$ cat src/rtl/crc4_pkg.sv
// Shared types and the CRC-4 step function for the submultiframe checker.
package crc4_pkg;

    // Per-bit position strobes from the timer to the CRC datapath.
    typedef struct packed {
        logic       act;      // this cycle carries an aligned stream bit
        logic       first;    // first bit of a submultiframe
        logic       last;     // last bit of a submultiframe
        logic       is_chk;   // bit is a check-bit slot
        logic [1:0] chk_idx;  // which check bit (0 = most significant)
        logic       restart;  // marker seen off the expected position
    } pos_t;

    // One serial step of the x^4 + x + 1 divider, message multiplied by x^4.
    function automatic logic [3:0] crc4_step(input logic [3:0] r, input logic b);
        logic fb;
        fb = b ^ r[3];
        return {r[2:0], 1'b0} ^ {2'b00, fb, fb};
    endfunction

endpackage

$ cat src/rtl/crc4_smf_timer.sv
// Position tracker: counts bits, frames and submultiframe halves of the
// aligned stream and derives the per-bit strobes for the CRC datapath.
// Assumes SMF_FRAMES >= 8 and that mf_start only comes with a valid bit.
module crc4_smf_timer
    import crc4_pkg::*;
#(
    parameter int FRAME_BITS = 256,
    parameter int SMF_FRAMES = 8
) (
    input  logic clk,
    input  logic rst_n,
    input  logic enable,
    input  logic rx_valid,
    input  logic mf_start,
    output pos_t pos
);
    localparam int BW = $clog2(FRAME_BITS);
    localparam int FW = $clog2(SMF_FRAMES);
    localparam logic [BW-1:0] BIT_LAST = BW'(FRAME_BITS - 1);
    localparam logic [FW-1:0] FRM_LAST = FW'(SMF_FRAMES - 1);
    localparam logic [FW-1:0] CHK_FRAMES = FW'(4);

    logic [BW-1:0] bit_q, cur_bit;
    logic [FW-1:0] frm_q, cur_frm, frm_pair;
    logic          half_q, cur_half, aligned_q, act;

    // Current position: the marker forces the start of a multiframe.
    always_comb begin
        act      = enable && rx_valid && (aligned_q || mf_start);
        cur_bit  = mf_start ? '0 : bit_q;
        cur_frm  = mf_start ? '0 : frm_q;
        cur_half = mf_start ? 1'b0 : half_q;
        frm_pair = cur_frm >> 1;
        pos.act     = act;
        pos.first   = act && (cur_bit == '0) && (cur_frm == '0);
        pos.last    = act && (cur_bit == BIT_LAST) && (cur_frm == FRM_LAST);
        pos.is_chk  = act && (cur_bit == '0) && !cur_frm[0] && (frm_pair < CHK_FRAMES);
        pos.chk_idx = frm_pair[1:0];
        pos.restart = act && mf_start && aligned_q &&
                      ((bit_q != '0) || (frm_q != '0) || half_q);
    end

    // Advance the position on every aligned bit; drop alignment when disabled.
    always_ff @(posedge clk) begin
        if (!rst_n || !enable) begin
            bit_q     <= '0;
            frm_q     <= '0;
            half_q    <= 1'b0;
            aligned_q <= 1'b0;
        end else if (act) begin
            aligned_q <= 1'b1;
            if (cur_bit == BIT_LAST) begin
                bit_q <= '0;
                if (cur_frm == FRM_LAST) begin
                    frm_q  <= '0;
                    half_q <= !cur_half;
                end else begin
                    frm_q  <= cur_frm + FW'(1);
                    half_q <= cur_half;
                end
            end else begin
                bit_q  <= cur_bit + BW'(1);
                frm_q  <= cur_frm;
                half_q <= cur_half;
            end
        end
    end

endmodule

$ cat config.mk
export PLATFORM = sky130hd
export DESIGN_NAME = crc4_smf_timer
export DESIGN_NICKNAME = d
export VERILOG_FILES = /design/src/rtl/crc4_pkg.sv /design/src/rtl/crc4_smf_timer.sv
export SDC_FILE = /design/constraint.sdc
export NUM_CORES = 1
export LEC_CHECK = 0
export ABC_AREA = 1
export BUFFER_PORTS_ARGS = -buffer_cell sky130_fd_sc_hd__buf_2
export CAP_MARGIN = 20
export CORE_UTILIZATION = 60
export DETAILED_ROUTE_END_ITERATION = 10
export PLACE_DENSITY = 0.82
export SLEW_MARGIN = 20
export SYNTH_ARGS = -nofsm -noshare
export SYNTH_HDL_FRONTEND = slang
export SYNTH_SLANG_ARGS = --single-unit
$ cat constraint.sdc
create_clock -name clk -period 2.7 [get_ports clk]
set_input_delay 0.54 -clock clk [delete_from_list [all_inputs] [get_ports clk]]
set_output_delay 0.54 -clock clk [all_outputs]
set_load 0.005 [all_outputs]
After elaboration in Yosys (flattened, before gate mapping):

Index checks and enable logic that the tools add are counted.

* bits in registers: 13
* output and inout bits: 7
* bits of input ports: 5
* logic and storage cells: 40

* multiplexer cells: 8
* reduce and logical (&&, ||, !) cells: 23
* order comparisons: 1
* add/subtract/negate cells: 2
* equality and inequality tests: 2

Operator list (count)
* 2-to-1 mux 8 bit: 2
* logical AND 1 bit: 11
* 2-to-1 mux 3 bit: 3
* adder 8 x 1 -> 8 bit (second input constant): 1
* == test 8 bit (second input constant): 1
* zero test 8 bit: 1
* nonzero test 8 bit: 1
* zero test 1 bit: 4
* logical OR 1 bit: 4
* adder 3 x 1 -> 3 bit (second input constant): 1
* == test 3 bit (second input constant): 1
* zero test 3 bit: 1
* < comparator 2 x 3 -> 1 bit (second input constant): 1
* 2-to-1 mux 1 bit: 3
* nonzero test 3 bit: 1

Logic depth before layout (Yosys ltp):

Gate-level depths: netlist of the first run.

* depth after elaboration: 5
* mapped depth: 11
* depth with buffers taken out: 11

Worst setup path after synthesis of the first run:

OpenSTA, ideal clock, no wires.

* path kind: input-to-output
* start: in mf_start
* end: out pos[4] (netlist bit)
* path buffers: 1
* arrival time: 1352 ps
* slack: 808 ps
* required time: 2160 ps
* stages on the path: 6
* cell sequence: buf_6 > nor2_1 > ha_1 > ha_1 > inv_1 > nor2_1

RTL lines
* start: declaration: line crc4_smf_timer.sv:14 `input logic mf_start,`
* end: declaration: line crc4_smf_timer.sv:15 `output pos_t pos`

==> impl_metrics.py, run 1 <==
metrics = {
    "sta": {
        "worst_hold_slack_ps": 522,
        "final_min_period_over_clock_period": 0.807,
        "final_count_of_negative_setup_slack_endpoints": 0,
        "tns_ps": 0,
        "finalCriticalPeriod_ps": 2180,
        "rsz0062_at_grt": "false",
        "fmax_ghz": 0.459,
        "finalMaxSlewViolations": 0,
        "hold_viol_final": 0,
        "finalClockSkew_ps": 1.64,
        "timing_worst_slew_pin_value_ps": 372,
        "worst_slew_margin_rel": 0.751,
    },
    "finish": {
        "post_route_cells_drive_above_1_share": 0.176,
        "area_growth_from_synthesis_to_layout_pct": 6.27,
        "postLayoutCoreUtil": 0.720,
        "n_antenna_cell": 0,
        "final.fill_count": 125,
        "number_of_standard_cells_in_the_layout_taps_in_and_fillers_out": 163,
        "layout.nets": 157,
    },
    "detailed_routing": {
        "first_pass_iters": 6,
        "totalWireLength_um": 2040,
        "final_antenna_net_count": 0,
        "dr_total_vias": 922,
        "detail_route.iter0.violations": 39,
        "drc": 0,
        "wire_per_inst_um": 12.5,
        "route.detailed.vias_per_inst": 5.66,
    },
    "placed_design": {
        "routability_driven_placement_congestion_ratio": 0.853,
        "dp.final_hpwl_um": 1570,
        "dp.cells": 159,
        "count_of_buffers_inserted_at_the_top_level_ports": 11,
    },
    "cts": {
        "cts.hold.buffers_added": 0,
        "clk-insertion-delay-late_ps": 280,
        "post-cts-setup-buffer-count": 0,
        "clock_tree_sinks": 13,
        "htree_levels": 1,
        "worst_setup_hold_path_clk_slew_ps": 80,
        "cts.repair.resized": 0,
        "cts_buffers": 3,
        "cts_tree": "built",
        "clockBufferDepth": 2,
        "clockRootBuffer": "sky130_fd_sc_hd__clkbuf_4",
    },
    "setup_path": {
        "timing.setup.critical_path_class": "input port to output pin",
        "critical_path.n_buffers_inverters": 3,
        "max_fanout_on_critical_path": 11,
        "critical-path-max-stage-delay_ps": 220,
        "worstPathCellList": "buf_2 -> inv_2 -> nand3_4 -> nor2_8 -> nand4_4 -> nor2_1 -> buf_2",
        "critical-path-top-cell-by-count": "sky130_fd_sc_hd__buf_2",
        "required_ps": 2160,
        "worst_setup_path_end_kind": "output pin",
        "worstSetupStartpointType": "input port",
        "worst-endpoint-arrival_ps": 1640,
        "slowest_stage_cell_on_the_critical_path": "sky130_fd_sc_hd__inv_2",
        "critPathTopFamily": "simple AND/OR/NAND/NOR gates",
    },
    "synth": {
        "synth_enable_flop_cells": 0,
        "async_reset_ff_frac": 0,
        "synth.yosys.seq_area_share": 0.278,
        "synth_cell_type_count": 28,
        "yosysTopAreaCellShare": 0.278,
        "synth_area_um2": 937,
        "leading_post_synthesis_cells_by_instance_count": "sky130_fd_sc_hd__nand2_1 (29), sky130_fd_sc_hd__nor2_1 (25), sky130_fd_sc_hd__inv_1 (15)",
        "yosysTopAreaCell": "sky130_fd_sc_hd__dfxtp_1",
        "synth_seq_cells": 13,
        "post-synth-top-count-cell": "sky130_fd_sc_hd__nand2_1",
        "post_synth_inst_count": 137,
        "synth_net_count": 145,
        "yosys_warnings": 0,
        "postSynthAreaPerCell_um2": 6.84,
        "yosys_most_used_dff": "sky130_fd_sc_hd__dfxtp_1",
        "ys_top_cells_by_area": "sky130_fd_sc_hd__dfxtp_1 (28%), sky130_fd_sc_hd__nand2_1 (12%), sky130_fd_sc_hd__nor2_1 (10%)",
    },
    "global_routing": {
        "grt_overflow_total": 0,
        "grt_max_degree": 18,
        "first_pass_grt_wire_length_um": 3650,
        "antenna_found_initial": 0,
        "grt.total_usage": 0.271,
        "first_global_vias": 849,
    },
    "die": {
        "design.portCount": 12,
        "die_x_um": 41.5,
        "fp.dieArea_um2": 1720,
        "die-height_um": 41.5,
        "core-area_um2": 1380,
        "rows": 13,
        "initial_core_util": 0.678,
    },
    "power": {
        "power_per_cell_area_nw_per_um2": 353,
        "vdd.ir_drop.worst_v": 0.000234,
        "power.leakage_nw": 0.434,
    },
    "status": {
        "status": "completed",
    },
    "worst_hold_path": {
        "hp-class": "flop to flop",
    },
    "flow_run": {
        "cap_violations": 0,
    },
}
[cell usage in the layout, fill, tap and decap left out, types with 2 or more instances in the layout]
cell type	Yosys	routed
sky130_fd_sc_hd__dfxtp_1	13	13
sky130_fd_sc_hd__nor3_1	3	3
sky130_fd_sc_hd__inv_1	15	15
sky130_fd_sc_hd__a31oi_1	2	2
sky130_fd_sc_hd__o21ai_1	2	2
sky130_fd_sc_hd__nand3_4	2	2
sky130_fd_sc_hd__o21ai_0	7	7
sky130_fd_sc_hd__nor2_8	2	2
sky130_fd_sc_hd__ha_1	3	3
sky130_fd_sc_hd__clkbuf_4	0	3
sky130_fd_sc_hd__nor2_1	25	25
sky130_fd_sc_hd__inv_2	2	2
sky130_fd_sc_hd__nand3_1	11	11
sky130_fd_sc_hd__nand2_1	29	29
sky130_fd_sc_hd__buf_2	0	11
sky130_fd_sc_hd__a21oi_1	5	5
[cells by family (layout without fill, tap and decap cells)]
group | Yosys count | after routing | synth area share
AOI/OAI and AO/OA | 18 | 18 | 0.104
adders and majority gates | 3 | 3 | 0.0401
buffers and inverters | 22 | 33 | 0.119
DFF | 13 | 13 | 0.278
and+or+nand+nor | 81 | 81 | 0.459
[worst paths after layout]
check             depth (start not counted)                  start                    end  slack [ps]
setup / recovery                          7               mf_start                 pos[4]         520
hold / removal                            2  bit_q[7]$_SDFFE_PP0P_  bit_q[7]$_SDFFE_PP0P_         520
setup reg to reg                         11  frm_q[1]$_SDFFE_PP0P_    half_q$_SDFFE_PP0P_        1100
hold reg to reg                           2  bit_q[7]$_SDFFE_PP0P_  bit_q[7]$_SDFFE_PP0P_         520
[tightest hold or removal path: stages (launching register included)]
cell and delay [ps]:
sky130_fd_sc_hd__dfxtp_1 350, sky130_fd_sc_hd__nand2_1 80, sky130_fd_sc_hd__a21oi_1 60
[per-layer routing]
metal,GRT usage,share of wire
met2,0.456,0.52
met3,0.0304,0.043
met4,0.110,0.024
met5,0,0
met1,0.349,0.42
[final cells by class]
class	count	area [um2]	area share
clock buffers	4	26.3	0.0264
inverters	18	70.1	0.0704
multi-input cells	102	566	0.568
flip-flops and latches	13	260	0.261
well taps	15	18.8	0.0188
repair buffers	11	55.1	0.0553
[where the power goes]
group          switching [mW]  internal, mW  leakage, nW
sequential            0.00173         0.193        0.105
clock                  0.0686        0.0574       0.0150
combinational          0.0223       0.00873        0.314
total                  0.0927         0.259        0.434
[state kept, by name (all words and copies together), names as in the netlist]
name	cells
aligned_q	1
half_q	1
bit_q	8
frm_q	3
[stage by stage]
stage / power [mW] / setup slack, ps / area [um2]
CTS: 0.352 / 524 / 996
finish: 0.351 / 522 / 996
global placement: 0.228 / 586 / 970
detailed placement: 0.230 / 539 / 970
floorplan: 0.225 / 808 / 937
global route: 0.364 / 405 / 996
Power figures use the tool's default switching activity.
==> inputs of run 2 (changes only) <==
Settings changed: ABC_AREA 1 to 0, CORE_UTILIZATION 60 to 49, PLACE_DENSITY 0.82 to 0.73.
Clock period 2.7 ns to 1.8 ns, I/O delays scaled along.
==> run 2 against run 1 <==
The flow now finishes with violations (negative setup slack). Non-clock buffer count rose by 18. Setup slack got worse by 710 ps. Cell count fell by 12%. Clock skew rose by 4.9 ps. Register-to-register slack got worse by 930 ps. Critical endpoint is now pos[3]. Synthesized cell count fell by 26%. Largest power group unchanged.
==> impl_metrics.py, run 2 <==
metrics = {
    "status": {
        "violations": "negative setup slack",
        "status": "finished with violations",
    },
    "setup_path": {
        "max_fanout_on_critical_path": 2,
        "worstSetupStartpointType": "flop",
        "worst-endpoint-arrival_ps": 1620,
        "critical-path-max-stage-delay_ps": 540,
        "critical_path.n_buffers_inverters": 1,
        "worst_setup_path_end_kind": "output pin",
        "slowest_stage_cell_on_the_critical_path": "sky130_fd_sc_hd__or4_4",
        "worstPathCellList": "or4_4 -> nor2_4 -> nor2_2 -> nor3_1 -> buf_2",
        "timing.setup.critical_path_class": "flop to output pin",
        "required_ps": 1440,
        "critPathTopFamily": "simple AND/OR/NAND/NOR gates",
    },
    "placed_design": {
        "dp.final_hpwl_um": 1380,
        "dp.cells": 135,
        "count_of_buffers_inserted_at_the_top_level_ports": 11,
        "routability_driven_placement_congestion_ratio": 0.809,
    },
    "power": {
        "power_frac_clock": 0.349,
        "total_power_mw": 0.545,
        "internal_power_mw": 0.402,
        "combinational_group_share_of_total_power": 0.118,
        "power_per_cell_area_nw_per_um2": 524,
        "vdd.ir_drop.worst_v": 0.000402,
        "p_seq_frac": 0.532,
        "p_sw_frac": 0.263,
        "power.leakage_nw": 0.459,
        "power.net_switching_mw": 0.143,
    },
    "sta": {
        "finalMaxSlewViolations": 0,
        "worst_hold_slack_ps": 435,
        "worst_slew_margin_rel": 0.681,
        "timing_worst_slew_pin_value_ps": 477,
        "tns_ps": -550,
        "finalClockSkew_ps": 6.53,
        "setup_ws_ps": -184,
        "final_min_period_over_clock_period": 1.10,
        "final_count_of_negative_setup_slack_endpoints": 4,
        "rsz0062_at_grt": "true",
        "finalCriticalPeriod_ps": 1980,
        "hold_viol_final": 0,
        "fmax_ghz": 0.504,
    },
    "synth": {
        "synth_area_um2": 802,
        "yosysTopAreaCell": "sky130_fd_sc_hd__dfxtp_1",
        "synth_cell_type_count": 36,
        "synth_enable_flop_cells": 0,
        "synth_seq_cells": 13,
        "yosysTopAreaCellShare": 0.324,
        "post_synth_inst_count": 101,
        "yosys_most_used_dff": "sky130_fd_sc_hd__dfxtp_1",
        "synth_net_count": 109,
        "ys_top_cells_by_area": "sky130_fd_sc_hd__dfxtp_1 (32%), sky130_fd_sc_hd__a21oi_1 (7.5%), sky130_fd_sc_hd__o21ai_0 (6.9%)",
        "post-synth-top-count-cell": "sky130_fd_sc_hd__dfxtp_1",
        "synth.yosys.seq_area_share": 0.324,
        "async_reset_ff_frac": 0,
        "yosys_warnings": 0,
        "postSynthAreaPerCell_um2": 7.94,
        "leading_post_synthesis_cells_by_instance_count": "sky130_fd_sc_hd__dfxtp_1 (13), sky130_fd_sc_hd__a21oi_1 (12), sky130_fd_sc_hd__o21ai_0 (11)",
    },
    "finish": {
        "n_antenna_cell": 0,
        "area_growth_from_synthesis_to_layout_pct": 29.6,
        "largest_reg_flops": 8,
        "number_of_standard_cells_in_the_layout_taps_in_and_fillers_out": 143,
        "postLayoutCoreUtil": 0.682,
        "post_route_cells_drive_above_1_share": 0.378,
        "mostFrequentLayoutCell": "sky130_fd_sc_hd__buf_4",
        "top_regs": "bit_q: 8 flops, frm_q: 3 flops",
        "layout.nets": 136,
        "most_frequent_cells_in_the_layout": "sky130_fd_sc_hd__buf_4 (18), sky130_fd_sc_hd__a21oi_1 (12), sky130_fd_sc_hd__o21ai_0 (11), sky130_fd_sc_hd__buf_2 (11), sky130_fd_sc_hd__dfxtp_1 (9)",
        "top_register": "bit_q",
    },
    "cts": {
        "clock_tree_sinks": 13,
        "cts.hold.buffers_added": 0,
        "clockRootBuffer": "sky130_fd_sc_hd__clkbuf_4",
        "clk-insertion-delay-late_ps": 280,
        "worst_setup_hold_path_clk_slew_ps": 80,
        "clockBufferDepth": 2,
        "htree_levels": 1,
        "cts_tree": "built",
        "cts_buffers": 3,
    },
    "die": {
        "rows": 14,
        "design.portCount": 12,
        "initial_core_util": 0.526,
        "core-area_um2": 1520,
        "die-height_um": 42.5,
        "die_x_um": 42.5,
        "fp.dieArea_um2": 1800,
    },
    "global_routing": {
        "first_global_vias": 839,
        "grt_max_degree": 14,
        "grt_overflow_total": 0,
        "antenna_found_initial": 0,
        "grt.total_usage": 0.269,
        "first_pass_grt_wire_length_um": 3680,
    },
    "detailed_routing": {
        "dr_wl_met3_um": 98,
        "final_antenna_net_count": 0,
        "detail_route.iter0.violations": 23,
        "routed.top_layer": "met4",
        "totalWireLength_um": 2120,
        "wire_per_inst_um": 14.8,
        "dr_total_vias": 874,
        "drt-met1-wl_um": 942,
        "route.detailed.vias_per_inst": 6.11,
        "first_pass_iters": 4,
        "met2RoutedLength_um": 1020,
        "drc": 0,
    },
    "worst_hold_path": {
        "hp-class": "input port to flop",
    },
    "flow_run": {
        "cap_violations": 0,
    },
}
==> run 2: worst min-delay path, cell delays in order <==
cell	delay, ps
sky130_fd_sc_hd__buf_2	170
sky130_fd_sc_hd__a21oi_1	80
sky130_fd_sc_hd__nor2_1	70
==> run 2: logic make-up after synthesis <==
logic type      after synthesis  synth area share
buf+inv                      12            0.0749
flops                        13             0.324
fa+ha+maj                     3            0.0468
compound gates               34             0.248
simple gates                 39             0.306
==> run 2: timing repair <==
item	in CTS	in global routing
pin swaps	1	1
setup endpoints to repair	4	5
buffers inserted	3	1
resized for setup	12	2
hold endpoints to repair	0	0
==> run 2: per-stage QoR <==
step,worst slack (ps),cell area (um2)
2_1_floorplan,65.9,802
3_3_place_gp,-13.8,941
3_5_place_dp,-91.4,941
4_1_cts,-143,1020
5_1_grt,-272,1040
6_report,-184,1040
==> run 2: area by class of cell <==
class,instances,area [um2]
well taps,16,20.0
fillers,137,484
inverters,5,18.8
repair buffers,29,190
clock buffers,4,26.3
multi-input cells,76,519
flip-flops and latches,13,265
==> run 2: power by group through the flow <==
stage          registers, mW  clock network [mW]  logic [mW]
2_1_floorplan          0.298                   0      0.0302
3_3_place_gp           0.297                   0      0.0567
3_5_place_dp           0.297                   0      0.0576
4_1_cts                0.290               0.192      0.0608
5_1_grt                0.290               0.211      0.0703
6_report               0.290               0.190      0.0646
==> run 2: worst paths after layout <==
kind | end | slack [ps] | start | cells past startpoint
min | aligned_q$_SDFFE_PP0P_ | 440 | rx_valid | 3
max reg2reg | frm_q[1]$_SDFFE_PP0P_ | 170 | bit_q[2]$_SDFFE_PP0P_ | 7
max | pos[3] | -180 | bit_q[6]$_SDFFE_PP0P_ | 5
min reg2reg | frm_q[2]$_SDFFE_PP0P_ | 510 | frm_q[2]$_SDFFE_PP0P_ | 2
==> run 2: per-layer routing <==
| metal | global-route usage | vias to the layer above |
|---|---|---|
| met5 | 0 | - |
| met2 | 0.409 | 25 |
| li1 | - | 432 |
| met1 | 0.339 | 407 |
| met4 | 0.150 | 0 |
| met3 | 0.0776 | 10 |
